===== src/rtl/mfc_pkg.sv =====
package mfc_pkg;
  typedef enum logic [1:0] {
    CAUSE_ACV = 2'd0,
    CAUSE_BVA = 2'd1,
    CAUSE_FOR = 2'd2,
    CAUSE_TBM = 2'd3
  } cause_e;

  typedef enum logic [1:0] {
    RA_STATUS = 2'd0,
    RA_VA     = 2'd1,
    RA_FORM   = 2'd2,
    RA_PERR   = 2'd3
  } rd_addr_e;

  typedef enum logic [1:0] {
    VEC_DFAULT   = 2'd0,
    VEC_DTBM     = 2'd1,
    VEC_DTBM_PTE = 2'd2
  } vec_e;

  localparam int unsigned CAUSE_N = 4;
endpackage


===== src/rtl/mfc_format.sv =====
module mfc_format #(
  parameter int unsigned VA_W    = 64,
  parameter int unsigned PAGE_SH = 13,
  parameter int unsigned F0_W    = 30,
  parameter int unsigned F0_SH   = 3,
  parameter int unsigned F1_LO   = 22,
  parameter int unsigned F1_W    = 10,
  parameter int unsigned F1_SH   = 2
) (
  input  logic [VA_W-1:0] va_i,
  input  logic [VA_W-1:0] ptb_i,
  input  logic            sel_i,
  output logic [VA_W-1:0] form_o
);
  localparam logic [VA_W-1:0] M0 = {{(VA_W-F0_W){1'b0}}, {F0_W{1'b1}}};
  localparam logic [VA_W-1:0] M1 = {{(VA_W-F1_W){1'b0}}, {F1_W{1'b1}}};

  logic [VA_W-1:0] fld0, fld1;

  always_comb begin
    fld0 = ((va_i >> PAGE_SH) & M0) << F0_SH;
    fld1 = ((va_i >> F1_LO) & M1) << F1_SH;
    form_o = ptb_i | (sel_i ? fld1 : fld0);
  end
endmodule


===== src/rtl/mfc_capture.sv =====
module mfc_capture #(
  parameter int unsigned VA_W   = 64,
  parameter int unsigned STAT_W = 16
) (
  input  logic              clk_i,
  input  logic              rst_ni,
  input  logic              fault_i,
  input  logic              rel_i,
  input  logic [STAT_W-1:0] stat_i,
  input  logic [VA_W-1:0]   va_i,
  input  logic [VA_W-1:0]   form_i,
  output logic              lock_o,
  output logic [STAT_W-1:0] stat_o,
  output logic [VA_W-1:0]   va_o,
  output logic [VA_W-1:0]   form_o
);
  logic take;
  assign take = fault_i && !lock_o;

  // capture wins over release when unlocked; release wins when locked
  always_ff @(posedge clk_i or negedge rst_ni) begin
    if (!rst_ni) begin
      lock_o <= 1'b0;
      stat_o <= '0;
      va_o   <= '0;
      form_o <= '0;
    end else if (take) begin
      lock_o <= 1'b1;
      stat_o <= stat_i;
      va_o   <= va_i;
      form_o <= form_i;
    end else if (rel_i) begin
      lock_o <= 1'b0;
    end
  end
endmodule


===== src/rtl/mfc_perr.sv =====
module mfc_perr #(
  parameter int unsigned FLAG_W = 2,
  parameter int unsigned INFO_W = 4,
  localparam int unsigned PW    = FLAG_W + INFO_W
) (
  input  logic              clk_i,
  input  logic              rst_ni,
  input  logic [FLAG_W-1:0] set_i,
  input  logic [INFO_W-1:0] info_i,
  input  logic              clr_i,
  input  logic [PW-1:0]     clr_data_i,
  output logic [PW-1:0]     perr_o
);
  logic [FLAG_W-1:0] flags_q, flags_d, clr_m;
  logic [INFO_W-1:0] info_q, info_d;

  assign flags_q = perr_o[FLAG_W-1:0];
  assign info_q  = perr_o[PW-1:FLAG_W];

  always_comb begin
    clr_m   = clr_i ? clr_data_i[FLAG_W-1:0] : '0;
    flags_d = (flags_q & ~clr_m) | set_i;
    info_d  = (|set_i) ? info_i : info_q;
    if (flags_d == '0) info_d = '0;
  end

  always_ff @(posedge clk_i or negedge rst_ni) begin
    if (!rst_ni) perr_o <= '0;
    else         perr_o <= {info_d, flags_d};
  end
endmodule


===== src/rtl/mm_fault_capture.sv =====
module mm_fault_capture #(
  parameter int unsigned VA_W    = 64,
  parameter int unsigned IB_W    = 11,
  parameter int unsigned PAGE_SH = 13,
  parameter int unsigned F0_W    = 30,
  parameter int unsigned F1_LO   = 22,
  parameter int unsigned F1_W    = 10,
  parameter int unsigned FLAG_W  = 2,
  parameter int unsigned INFO_W  = 4
) (
  input  logic                     clk_i,
  input  logic                     rst_ni,
  input  logic                     fault_i,
  input  logic [1:0]               cause_i,
  input  logic                     is_write_i,
  input  logic                     pte_load_i,
  input  logic [VA_W-1:0]          fault_va_i,
  input  logic [IB_W-1:0]          instr_bits_i,
  input  logic [VA_W-1:0]          ptb_i,
  input  logic                     fmt_sel_i,
  output logic [1:0]               vec_o,
  output logic                     locked_o,
  input  logic                     rd_en_i,
  input  logic [1:0]               rd_addr_i,
  output logic [VA_W-1:0]          rd_data_o,
  input  logic [FLAG_W-1:0]        perr_set_i,
  input  logic [INFO_W-1:0]        perr_info_i,
  input  logic                     perr_clr_i,
  input  logic [FLAG_W+INFO_W-1:0] perr_clr_data_i
);
  import mfc_pkg::*;

  localparam int unsigned STAT_W = 1 + CAUSE_N + IB_W;
  localparam int unsigned PW     = FLAG_W + INFO_W;

  logic [CAUSE_N-1:0] cause_oh;
  logic [STAT_W-1:0]  stat_new, cap_stat;
  logic [VA_W-1:0]    form_new, cap_va, cap_form;
  logic [PW-1:0]      perr_q;
  logic               rd_va;
  cause_e             cause;
  rd_addr_e           raddr;

  assign cause = cause_e'(cause_i);
  assign raddr = rd_addr_e'(rd_addr_i);

  for (genvar g = 0; g < CAUSE_N; g++) begin : g_oh
    assign cause_oh[g] = (cause_i == g[1:0]);
  end

  assign stat_new = {instr_bits_i, cause_oh, is_write_i};

  always_comb begin
    if (cause == CAUSE_TBM) vec_o = pte_load_i ? VEC_DTBM_PTE : VEC_DTBM;
    else                    vec_o = VEC_DFAULT;
  end

  mfc_format #(
    .VA_W(VA_W), .PAGE_SH(PAGE_SH), .F0_W(F0_W), .F0_SH(3),
    .F1_LO(F1_LO), .F1_W(F1_W), .F1_SH(2)
  ) u_fmt (
    .va_i(fault_va_i), .ptb_i(ptb_i), .sel_i(fmt_sel_i), .form_o(form_new)
  );

  assign rd_va = rd_en_i && (raddr == RA_VA);

  mfc_capture #(.VA_W(VA_W), .STAT_W(STAT_W)) u_cap (
    .clk_i(clk_i), .rst_ni(rst_ni), .fault_i(fault_i), .rel_i(rd_va),
    .stat_i(stat_new), .va_i(fault_va_i), .form_i(form_new),
    .lock_o(locked_o), .stat_o(cap_stat), .va_o(cap_va), .form_o(cap_form)
  );

  mfc_perr #(.FLAG_W(FLAG_W), .INFO_W(INFO_W)) u_perr (
    .clk_i(clk_i), .rst_ni(rst_ni), .set_i(perr_set_i), .info_i(perr_info_i),
    .clr_i(perr_clr_i), .clr_data_i(perr_clr_data_i), .perr_o(perr_q)
  );

  always_comb begin
    rd_data_o = '0;
    if (rd_en_i) begin
      unique case (raddr)
        RA_STATUS: rd_data_o = VA_W'(cap_stat);
        RA_VA:     rd_data_o = cap_va;
        RA_FORM:   rd_data_o = cap_form;
        RA_PERR:   rd_data_o = VA_W'(perr_q);
        default:   rd_data_o = '0;
      endcase
    end
  end
endmodule


===== config.mk =====
export PLATFORM = sky130hd
export DESIGN_NAME = mm_fault_capture
export DESIGN_NICKNAME = d
export VERILOG_FILES = /design/src/rtl/mfc_pkg.sv /design/src/rtl/mfc_format.sv /design/src/rtl/mfc_capture.sv /design/src/rtl/mfc_perr.sv /design/src/rtl/mm_fault_capture.sv
export SDC_FILE = /design/constraint.sdc
export NUM_CORES = 1
export LEC_CHECK = 0
export ABC_AREA = 1
export CORE_MARGIN = 2
export CORE_UTILIZATION = 52
export DETAILED_ROUTE_END_ITERATION = 10
export GPL_TIMING_DRIVEN = 0
export PLACE_DENSITY = 0.89
export SLEW_MARGIN = 25
export SYNTH_ARGS = -nofsm -noshare
export SYNTH_HDL_FRONTEND = slang
export SYNTH_HIERARCHICAL = 1
export SYNTH_SLANG_ARGS = --single-unit

===== constraint.sdc =====
create_clock -name clk_i -period 2.1 [get_ports clk_i]
set_clock_uncertainty 0.2 [all_clocks]
set_input_delay 0.42 -clock clk_i [delete_from_list [all_inputs] [get_ports clk_i]]
set_output_delay 0.42 -clock clk_i [all_outputs]
set_load 0.05 [all_outputs]

Word-level counts from Yosys, hierarchy flattened

Index checks and enable logic that the tools add are counted.

Register bits after elaboration: 151
Bits of input ports: 163
Output and inout bits: 67
Word-level logic and storage cells: 35

Equality and inequality tests: 6
Multiplexer cells: 10
Bitwise operators: 4
Reduce and logical (&&, ||, !) cells: 9

Operators by type and width:

| kind                                                 | number |
|---|---|
| one-hot mux 64 bit (4 select lines)                  | 1 |
| 2-to-1 mux 64 bit                                    | 1 |
| bitwise OR 64 x 33 -> 64 bit                         | 1 |
| 2-to-1 mux 33 bit                                    | 1 |
| equality test 2 bit (second input constant)          | 4 |
| 2-to-1 mux 4 bit                                     | 2 |
| logical NOT 2 bit                                    | 3 |
| 2-to-1 mux 2 bit                                     | 3 |
| equality test 2 x 1 -> 1 bit (second input constant) | 2 |
| nonzero test 2 bit                                   | 2 |
| bitwise AND 2 bit                                    | 1 |
| logical AND 1 bit                                    | 2 |
| 2-to-1 mux 1 bit                                     | 2 |
| NOT 2 bit                                            | 1 |
| bitwise OR 2 bit                                     | 1 |
| OR reduction 2 bit                                   | 1 |
| logical NOT 1 bit                                    | 1 |

Logic depth before layout (Yosys ltp)

Gate-level depths: netlist of run 1.

Depth in word-level cells: 6
Depth in mapped cells: 8
Gate-level depth less buffers: 5

Modules after synthesis

The synthesis of run 1 kept the hierarchy.

Modules (own cells, without submodules):

| module           | times used | cells an instance | area an instance (um^2) | seq. area each (um^2) |
|---|---|---|---|---|
| mfc_capture      | 1          | 627               | 5724.2                  | 3628.5 |
| mm_fault_capture | 1          | 294               | 1310.0                  | 0.0 |
| mfc_format       | 1          | 138               | 683.2                   | 0.0 |
| mfc_perr         | 1          | 41                | 299.0                   | 150.1 |

Least setup slack after synthesis of run 1

OpenSTA, ideal clock, no wires.

Path kind: in2out
From: input port rd_en_i
To: output port rd_data_o[4]
Arrival: 1632 ps
Data required time: 1480 ps
Slack: -152 ps
Stages: 4
Path buffers: 2
Cells stage by stage: buf_2 > clkbuf_1 > o21ai_0 > nor2_1

Cells in the longest elaborated chain, start to end: 1

RTL lines:

| what              | line                   | text |
|---|---|---|
| start, declared   | mm_fault_capture.sv:23 | `input logic rd_en_i,` |
| 2-to-1 mux 64 bit | mm_fault_capture.sv:80 | `if (rd_en_i) begin` |
| end, declared     | mm_fault_capture.sv:25 | `output logic [VA_W-1:0] rd_data_o,` |

Every way passes these cells.

Worst setup path after layout of run 1

From: input port rd_addr_i[0]
To: output port rd_data_o[2]

Cells in the longest elaborated chain, start to end: 3
Elaborated cells on any way between the ends: 6
Classes of those cells: eq/ne: 3; mux: 2; reduce/logical: 1

RTL lines:

| what                                              | line                   | text |
|---|---|---|
| start, declared                                   | mm_fault_capture.sv:24 | `input logic [1:0] rd_addr_i,` |
| equality test 2 bit, or another cell as far along | mm_fault_capture.sv:81 | `unique case (raddr)` |
| one-hot mux 64 bit (4 select lines) (*)           | mm_fault_capture.sv:81 |  |
| 2-to-1 mux 64 bit (*)                             | mm_fault_capture.sv:80 |  |

Mark *: on every way between the ends. The rest lies on a longest branch, timed or not.

==> results of run 1 <==
## through the flow
stage | setup TNS [ns] | util [%] | setup slack (ns) | total power [mW]
floorplan | 0 | - | 0.0400 | 7.84
global route | -0.137 | 72.5 | -0.0170 | 13.4
CTS | 0 | 71.9 | 0.00204 | 12.6
global placement | -904.14 | 67.1 | -5.51 | 9.18
detailed placement | -73.98 | 67.4 | -1.37 | 9.39
finish | 0 | 72.5 | 0.0240 | 12.7
## layout make-up
type                       count  area [um^2]  share of cell area, %
timing repair buffer         204         1990                   18.1
clock buffer                  18          439                   4.00
multi-input combinational    777         3320                   30.2
inverter                      63          249                   2.27
clock inverter                14          175                   1.59
buffer                       109          803                   7.31
sequential                   151         3780                   34.4
tap                          188          235                   2.14
## cells by family (layout without fill, tap and decap cells)
kind of cell / count (synthesis) / count (layout) / share of synthesized area, %
buf+inv: 172 / 408 / 11.9
simple gates: 765 / 765 / 40.2
compound gates: 12 / 12 / 0.780
flops: 151 / 151 / 47.1
## power groups by stage
stage | sequential (mW) | clock [mW] | combinational [mW]
6_report | 5.12 | 3.18 | 4.40
3_3_place_gp | 5.06 | 0 | 4.12
4_1_cts | 5.10 | 3.20 | 4.31
2_1_floorplan | 4.92 | 0 | 2.92
3_5_place_dp | 5.11 | 0 | 4.27
5_1_grt | 5.28 | 3.33 | 4.83
## synth_stat cells, drive strengths merged
| master | instances |
|---|---|
| nand3 | 246 |
| a21o | 1 |
| clkbuf | 5 |
| buf | 104 |
| dfrtp | 151 |
| o21ai | 7 |
| inv | 63 |
| a21oi | 4 |
| nand2 | 482 |
| nor2 | 37 |
## worst max-delay path, stage by stage
cell and delay, ns:
sky130_fd_sc_hd__buf_2 0.14, sky130_fd_sc_hd__buf_6 0.15, sky130_fd_sc_hd__buf_4 0.17, sky130_fd_sc_hd__a21oi_1 0.19, sky130_fd_sc_hd__nor2_1 0.08, sky130_fd_sc_hd__nor2_2 0.12
sky130_fd_sc_hd__buf_6 0.17
## worst min-delay path by stage
stage	depth (start not counted)	to	slack [ns]	start
after floorplan	0	u_cap/form_o[0]	-0.08	rst_ni
after global placement	2	u_cap/stat_o[3]	0.25	u_cap/stat_o[3]
after detailed placement	1	u_cap/va_o[9]	0.19	rst_ni
after CTS	3	u_cap/form_o[33]	0.02	ptb_i[33]
after global routing	3	u_cap/form_o[60]	0.03	ptb_i[60]
final	3	u_cap/form_o[33]	0.02	ptb_i[33]
## registers in the layout, summed over array words and instances (netlist names)
name and cells:
u_cap/form_o 64, u_cap/va_o 64, u_cap/stat_o 16, u_perr/perr_o 6, u_cap/lock_o 1
## what timing repair did
| action | 4_1_cts | 5_1_grt |
|---|---|---|
| gates cloned | 3 | 0 |
| gates resized for setup | 445 | 34 |
| hold buffers | 1 | 0 |
| pin swaps | 1 | 6 |
| buffers inserted | 8 | 1 |
| setup endpoints to repair | 67 | 51 |
| endpoints found under the hold margin | 63 | 0 |
## layer usage
layer,part of all wire [%],vias up,track usage (%)
li1,-,3873,-
met1,39,3818,39.6
met2,49,469,52.2
met3,8.3,67,6.05
met4,3.5,0,12.5
met5,0,-,0
==> metrics list, run 1 <==
- Run status: finished, final reports clean
- Data arrival at the endpoint of the critical path: roughly 1.5 ns
- Count of input and output buffers: 190
- The worst pin sits at a relative slew slack of roughly 64%.
* DR WL/cell: approximately 16 um
* Non-filler instance count after layout: 1524
- Vias in the first global route: 8115
- The library cell used most frequently in the layout, excluding fill and tap cells, is sky130_fd_sc_hd__nand2_1.
- The top cell types in the final layout, fill and taps aside, are sky130_fd_sc_hd__nand2_1 (476), sky130_fd_sc_hd__nand3_1 (244), sky130_fd_sc_hd__dfrtp_1 (151).
* Clock H-tree levels: 4
- The first global-routing pass estimated about 40000 um of wire.
* # fillers: 1172
- Top post-synthesis cells by area: sky130_fd_sc_hd__dfrtp_1 (47%), sky130_fd_sc_hd__nand2_1 (22%), sky130_fd_sc_hd__nand3_1 (15%), sky130_fd_sc_hd__buf_4 (4.4%), sky130_fd_sc_hd__buf_2 (2.8%)
- Number of cells in the design after placement: ~1500
- The tightest min-delay check is of the primary input to flop type.
- Of the cells placed in the final design, the portion with a size suffix greater than 1 is 18.6%.
* Final count of hold timing violations: 0
- Clk sink count: between 150 and 200
* Capturing point of the worst reg2reg path: u_cap/va_o[45]
- Sequential share of power: 40.3%
* Total GRT Usage: 31.0%
- Remaining number of nets flagged by the antenna check after routing: 0
- Total number of placement rows: 45
- The total overflow left after global routing is 0.
* Post-synthesis cell area: ~0.0080 mm^2
- Final worst path period share: approximately 100%
- After detailed routing, the total wire length is 25100 um.
* R2R setup slack: between 0.5 and 0.6 ns
* Clock group share of total power: ~25%
- Placed inst area: between 0.01 and 0.015 mm^2
* Setup violations, final: 0
- The die is around 130 um wide.
- During I/O placement, the number of pins put on the boundary was 230.
- The repair_antennas step left the layout with diodes totalling 0.
- Synthesized area per cell: between 7 and 8 um^2
- Largest net degree at the start of global routing: 89
* Via count of the routed design: 8227
- Largest fanout on the critical path: 10
* Detailed-routing iteration count for the pre-antenna-repair pass: 8
* Critical Path Start Type: primary input
- In this run the standard cell core region covers about 0.015 mm^2.
* Iteration-0 DRC Markers: ~840
- Distinct cell type count of the synthesized netlist: 20
- Post-detail-place hpwl: roughly 18000 um
- DRC errors left: 0
- The worst setup path is captured at an output port.
* Worst-Skew Late Latency: approximately 0.42 ns
- For the pin with the worst max-slew slack, the measured transition is about 0.54 ns.
* Total die area: roughly 0.016 mm^2
* Root cell of the clock tree: sky130_fd_sc_hd__clkbuf_16
* Syn-to-layout area delta: 37.0%
* Synthesis warning total: 6
- Time the worst path needs with I/O delays and setup: 2.08 ns
- Final-report max-slew violation count: 0
- CTS tree: yes
- The share of total power dissipated in combinational logic is about 35%.
* RSZ-0062 raised after global routing: yes
- VDD sags by at most 0.717 mV.
- For this run, the top clock speed supported by timing is 482 MHz.
- The finished cells cover around 0.011 mm^2.
- Total clock buffers created by CTS: 17
- Clock-pin slew was measured on the worst setup and hold paths at 0.07 ns.
* Critical path startpoint: rd_addr_i[0]
- Synthesis handed over a netlist of 1100 instances.
- The tool flagged a number of max-cap violations equal to 0.
- Psw: between 4 and 5 mW
- Following the worst setup path forward leads to its endpoint at rd_data_o[2].
- Using the TritonRoute via totals, the vias-per-cell ratio works out to between 5 and 6.
- Once the floorplan was initialized, standard cells occupied between 50% and 60% of the core.
* Cell Pwr Density: approximately 1200 mW/mm^2
- In this run the vertical extent of the chip is ~130 um.
* Post-Syn Nets: 1263
* Fin nets: between 1000 and 1500
* Net switching share of the total power: about two fifths
- Total leakage power: 6.02 nW
* Required arrival time at the worst endpoint: 1.48 ns
* Sequential share of the synthesized area: between 40 and 50%
- The initial antenna violation count came to 0.
- Area fraction of the dominant cell type after synthesis: 47.1%
- Routability-driven placement finished with a final weighted congestion of just over 0.9.
* Flip-flop and latch count after synthesis: about 150
* Cell type with the highest aggregate area in the netlist: sky130_fd_sc_hd__dfrtp_1
- Maximum root-to-sink buffer count: 2
- Worst-case hold slack: between 0.02 and 0.025 ns
- The critical path is of the primary input to output port type.
* Startpoint of the most critical register-to-register path: u_cap/lock_o
* R2R depth: 6
- Cell internal power was estimated by the tool at 7.82 mW.
(Power assumes the default switching activity.)
==> inputs of run 2 (changes only) <==
Settings changed: CORE_UTILIZATION 52 to 45, PLACE_DENSITY 0.89 to 0.79.
==> metrics list, run 2 (same netlist as run 1, synthesis figures left out) <==
- Measured on the finished design, the core utilization comes to 63.3%.
* Total number of placement rows: 48
- The max-slew violation total from the final report is 0.
- Using the TritonRoute via totals, the vias-per-cell ratio works out to between 5 and 6.
* I/O pins: 230
- On the worst path, the slowest cell contributes a delay of between 0.15 and 0.2 ns.
- The cell sitting at the root of the clock tree is a sky130_fd_sc_hd__clkbuf_16.
- Worst-Skew Late Latency: 0.42 ns
- OpenSTA, run right after detailed placement, puts the worst setup slack at -1.34 ns.
* Final worst slack: ~0.046 ns
- After layout, the worst path uses a little over nine tenths of the clock period.
- The core region is approximately 0.017 mm^2.
- Clock H-tree levels: 4
- Maximum frequency from static timing analysis: between 400 and 500 MHz
- After the last flow step, the layout net total stands at 1481.
- The largest registers in the layout are u_cap/form_o: 64 flops, u_cap/va_o: 64 flops, u_cap/stat_o: 16 flops.
* Vias in the first global route: between 7000 and 8000
- Time the worst path needs with I/O delays and setup: just over 2 ns
* Post-route cell area: about 0.011 mm^2
- Starting Density: 46.2%
- Clock-pin slew reported for the worst setup and hold paths after clock tree synthesis: approximately 0.06 ns
* Data arrival at the endpoint of the critical path: approximately 1.4 ns
- After detailed routing, the total wire length is 24800 um.
- Maximum root-to-sink buffer count: 2
- Global-route wire length before repair: between 30000 and 40000 um
- Post-detail-place hpwl: around 18000 um
- VDD sags by at most around 0.6 mV.
- The pre-antenna-repair detailed-routing pass consisted of 5 iterations.
* Number of cells in the design after placement: between 1500 and 2000
- STA classifies the critical path endpoint as an output port.
* Max-cap viol count: 0
- Path type of the worst setup path: primary input to output port
- Cells with a size suffix above 1 make up between 10% and 20% of the layout.
* Number of antenna violations at the first check in global routing: 0
- The floorplan step set the die width to roughly 140 um.
- For this design, the slowest cell found on the critical path is sky130_fd_sc_hd__buf_8.
* Final count of hold timing violations: 0
- Cell internal power was estimated by the tool at 7.83 mW.
- Of the total power, combinational logic draws ~35%.
- Cells traversed along the worst timing path: clkbuf_4 -> buf_8 -> inv_4 -> buf_2 -> nand3_1 -> nand3_2 -> nand2_1 -> inv_1 -> buf_6
- Summed over all failing endpoints, the final setup total negative slack is 0 ns.
- In the global route stage, overall resource usage came out at approximately a quarter.
* Clock group share of total power: between 20% and 30%
- For the worst setup path, the data required time is between 1 and 1.5 ns.
- Measured against its own limit, the worst slew margin works out to a little under two thirds.
- Classification of the worst-slack hold path: primary input to flop
* Least-Margin Pin Slew: between 0.5 and 0.6 ns
- The floorplan step defined a die boundary enclosing between 0.015 and 0.02 mm^2.
- The finished layout holds ~1600 standard cells, fillers aside.
* Die span in y: 137 um
* DRC errors left: 0
- In this run the cell area measured after placement is about 0.010 mm^2.
- Clk sink count: 151
- Grt total ovfl: 0
- Via count of the routed design: 7974
- Final weighted congestion in routability-driven placement: about 0.9
- Summed over all cells, the static leakage comes to 6.02 nW.
- DR WL/cell: approximately 16 um
* Net switching share of the total power: a little under two fifths
- TritonCTS built the clock tree.
- R2R setup slack: 0.52 ns
- Critical Path Start Type: primary input
- Remaining number of nets flagged by the antenna check after routing: 0
- Setup violations remaining at the end of the flow were counted as 0.
- Sequential cells account for about two fifths of the total power.
- Psw: about 4.8 mW
- Leaving out fill and tap cells, the most frequent cell in the layout is sky130_fd_sc_hd__nand2_1.
* Syn-to-layout area delta: 37.0%
- The library cells used most frequently in the layout, excluding fill and tap cells, are sky130_fd_sc_hd__nand2_1 (475), sky130_fd_sc_hd__nand3_1 (244), sky130_fd_sc_hd__dfrtp_1 (151).
- Buffers placed on the I/O ports in this run total between 150 and 200.
- Run status: finished, final reports clean
- Counting the buffers created by CTS gives 17.
- Largest net degree at the start of global routing: 83
- In this run the worst path has a maximum fanout of 9.
* Cell Pwr Density: between 1000 and 1500 mW/mm^2
- Antenna diode count: 0
- Iteration-0 DRC Markers: 526
[run 2: cell count changes in the layout (fill, tap and decap cells not counted), sizes merged]
cell | previous run | this run
nor2 | 37 | 38
clkinvlp | 6 | 2
buf | 185 | 176
dlymetal6s2s | 0 | 1
clkbuf | 24 | 29
dlygate4sd2 | 3 | 2
clkinv | 5 | 7
[run 2: area by class of cell]
class | instances | area [um^2]
fillers | 1587 | 6380
flip-flops and latches | 151 | 3780
multi-input cells | 778 | 3330
repair buffers | 198 | 1920
plain buffers | 109 | 815
clock buffers | 20 | 457
well taps | 225 | 282
inverters | 63 | 246
clock inverters | 12 | 151
[run 2: routing by layer]
layer / routed length (um) / global-route usage (%)
met1: 10400 / 35.0
met5: 0 / 0
met4: 430 / 7.73
met3: 1880 / 5.04
met2: 12100 / 43.9
[run 2: critical path, delay by kind of cell]
family,cells,cell delay [ns]
buffers and inverters,6,0.76
AND/OR/NAND/NOR,3,0.24
[run 2: power groups by stage]
stage	registers, mW	clock network [mW]	logic [mW]
finish	5.10	3.14	4.34
global route	5.27	3.31	4.79
CTS	5.09	3.18	4.28
detailed placement	5.11	0	4.26
global placement	5.08	0	4.14
floorplan	4.92	0	2.92
[run 2: through the flow]
step                total power [mW]  hold WS (ns)
floorplan                       7.84       -0.0756
detailed placement              9.37         0.217
finish                          12.6        0.0200
global route                    13.4        0.0181
global placement                9.22         0.249
CTS                             12.6       0.00570
[run 2: path summary, 6_finish.rpt]
check                           startpoint                to  cells after the start
min reg2reg                u_cap/stat_o[3]   u_cap/stat_o[3]                      2
min in group asynchronous           rst_ni    u_cap/va_o[11]                      2
max                           rd_addr_i[0]      rd_data_o[9]                      9
min                              ptb_i[46]  u_cap/form_o[46]                      3
max reg2reg                   u_cap/lock_o    u_cap/va_o[48]                      6
max in group asynchronous           rst_ni  u_cap/form_o[45]                      3
[run 2: timing repair]
action,CTS,global route
endpoints found under the setup margin,67,61
pin swaps,1,3
hold buffers,1,0
hold endpoints to repair,69,0
buffers inserted,2,3
gates resized for setup,447,31
gates cloned,0,2
==> inputs of run 3 (changes only) <==
Settings changed: SETUP_SLACK_MARGIN from default to 0.3, SKIP_LAST_GASP from default to 1.
==> metrics list, run 3 (same netlist as run 1, synthesis figures left out) <==
- Across every metal layer, demand over resource in global routing totals just under 30%.
- Timing would allow up to around 490 MHz.
* Cells traversed along the worst timing path: buf_12 -> inv_12 -> buf_4 -> buf_4 -> nand3_1 -> nand2_1 -> nor2_2 -> nor2_4 -> buf_8
- Measured on the finished design, the core utilization comes to 76.0%.
- In the final routed layout, each cell accounts on average for 17.5 um.
- RSZ-0062 raised after global routing: yes
- For the worst setup path, the data arrival time is between 1 and 1.5 ns.
- Worst-Skew Late Latency: between 0.4 and 0.5 ns
* CTS tree: yes
- Final worst slack: 0.0712 ns
- The clock passes through at most 2 buffers.
- For this design the ratio of total power to cell area is 1060 mW/mm^2.
* Worst IR drop on VDD: 0.645 mV
- The initialized floorplan defines 48 standard-cell rows.
* Total die area: ~0.019 mm^2
* Final worst path period share: between 90% and 100%
- Total clock buffers created by CTS: 17
- Clock-pin slew was measured on the worst setup and hold paths at ~0.07 ns.
* Commonest non-fill, non-tap cells in the layout: sky130_fd_sc_hd__nand2_1 (367), sky130_fd_sc_hd__nand3_1 (183), sky130_fd_sc_hd__dfrtp_1 (151)
- Classification of the worst-slack hold path: primary input to flop
* Floorplan die width: between 100 and 150 um
* Most numerous cell on the critical path: sky130_fd_sc_hd__buf_4
* Largest net degree at the start of global routing: 86
- The library cell used most frequently in the layout, excluding fill and tap cells, is sky130_fd_sc_hd__nand2_1.
* Root cell of the clock tree: sky130_fd_sc_hd__clkbuf_16
* Iteration-0 DRC Markers: a little under 700
* Time the worst path needs with I/O delays and setup: ~2.0 ns
- At the placement stage, the worst setup path has a slack of -1.23 ns.
- For this design the static power due to leakage is 6.64 nW.
- The total area inside the core boundary comes to between 0.015 and 0.02 mm^2.
- Clock H-tree levels: 4
- Slowest stage delay, CP: between 0.15 and 0.2 ns
- Routed vias/inst: around 5.3
- Required arrival time at the worst endpoint: 1.48 ns
* Largest fanout on the critical path: 6
- Syn-to-layout area delta: 64.5%
- Vias in the first global route: ~8400
* Grt total ovfl: 0
- Number of antenna violations at the first check in global routing: 0
* Starting Density: between 40% and 50%
- Area of combinational cells with multiple inputs: ~0.0046 mm^2
- At the pin with the least slew margin, the transition time is between 0.6 and 0.7 ns.
* Die span in y: approximately 140 um
* Detailed-routing iteration count for the pre-antenna-repair pass: 5
- Once detail routing completed, the nets flagged for antenna violations numbered 0.
- Critical Path Slowest Stage Cell: sky130_fd_sc_hd__nor2_2
* Crit. End Element: output port
- Path type of the worst setup path: primary input to output port
- Measured against its own limit, the worst slew margin works out to between 50% and 60%.
* Sum of internal, switching and leakage power: about 14 mW
- After detailed placement, the design holds a cell count of approximately 1500.
- Run status: finished, final reports clean
- 230 I/O pins were placed.
* Worst Path Buf+Inv: 5
- The first global-routing pass estimated 42000 um of wire.
* Critical Path Start Type: primary input
* Critical path's top delay family: buffers and inverters
* Setup violations, final: 0
- Top Registers: u_cap/form_o: 64 flops, u_cap/va_o: 64 flops, u_cap/stat_o: 16 flops
- In the final layout, flip-flops and latches occupy around 0.0038 mm^2.
- In this run the tool buffered the top-level ports with 190 buffer cells.
* Fraction of layout cells with a size suffix above 1: between 30% and 40%
* DRC errors left: 0
- Overall routed net length: between 20000 and 30000 um
* Post-detail-place hpwl: 18200 um
- The final number of hold-violating endpoints came to 0.
* Via count of the routed design: 8414
* Final weighted congestion in routability-driven placement: around 0.9
- Final-report max-slew violation count: 0
* Clk sink count: roughly 150
- The repair_antennas step left the layout with diodes totalling 0.
* Non-filler instance count after layout: 1589
- Fin nets: 1514
- # fillers: between 1000 and 1500
* Max-cap viol count: 0
## run 3: cell count changes in the layout (fill, tap and decap cells not counted), moves of 25 or more
cell                      previous run  this run
sky130_fd_sc_hd__nand3_2             2        42
sky130_fd_sc_hd__buf_8               4        65
sky130_fd_sc_hd__nand3_1           244       183
sky130_fd_sc_hd__buf_4              92        67
sky130_fd_sc_hd__nand2_4             1        60
sky130_fd_sc_hd__nand2_2             6        44
sky130_fd_sc_hd__nand2_1           475       367
## run 3: power by group
| part | internal (mW) | switching [mW] | total [mW] |
|---|---|---|---|
| logic | 2.23 | 3.18 | 5.41 |
| registers | 4.32 | 1.20 | 5.51 |
| clock network | 1.71 | 1.29 | 3.00 |
## run 3: final timing paths
check | from | to | slack [ns] | cells past startpoint
min in group asynchronous | rst_ni | u_cap/va_o[9] | 0.41 | 2
worst min register to register | u_cap/form_o[63] | u_cap/form_o[63] | 0.28 | 2
worst max-delay path | rd_addr_i[1] | rd_data_o[3] | 0.07 | 9
worst min-delay path | ptb_i[39] | u_cap/form_o[39] | 0.02 | 3
worst max register to register | u_cap/lock_o | u_cap/stat_o[3] | 0.49 | 6
max in group asynchronous | rst_ni | u_cap/va_o[51] | 0.52 | 3
## run 3: timing repair
action	4_1_cts	5_1_grt
endpoints found under the setup margin	67	66
pin swaps	55	33
hold buffers	1	0
hold endpoints to repair	84	0
resized for setup	698	92
cloned	7	2
setup buffers	21	10
## run 3: per-layer routing
metal  up-vias  share of wire, %  global-route usage (%)
li1       3945                 -                       -
met1      4016                40                    36.3
met2       384                50                    49.1
met3        69               7.1                    5.74
met4         0               2.9                    11.1
met5         -                 0                       0
## run 3: area by class of cell
type	count	area share, %
clock inverters	12	0.911
inverters	63	2.25
flip-flops and latches	151	28.6
well taps	225	2.13
plain buffers	109	7.22
repair buffers	231	20.6
clock buffers	20	3.46
multi-input cells	778	34.8
## run 3: worst reg2reg max path: stages, from the launching register on
cell                      delay [ns]
sky130_fd_sc_hd__dfrtp_1        0.42
sky130_fd_sc_hd__inv_2          0.10
sky130_fd_sc_hd__buf_6          0.18
sky130_fd_sc_hd__buf_6          0.19
sky130_fd_sc_hd__buf_2          0.25
sky130_fd_sc_hd__nand3_1        0.12
sky130_fd_sc_hd__nand2_1        0.09
## run 3: through the flow
| stage | TNS [ns] | instance area, um^2 | hold WS [ns] |
|---|---|---|---|
| floorplan | 0 | 8670 | -0.0756 |
| finish | 0 | 13200 | 0.0173 |
| detailed placement | -71.26 | 10900 | 0.254 |
| CTS | 0 | 12700 | 0.0122 |
| global placement | -942.99 | 10900 | 0.249 |
| global route | 0 | 13200 | 0.0225 |
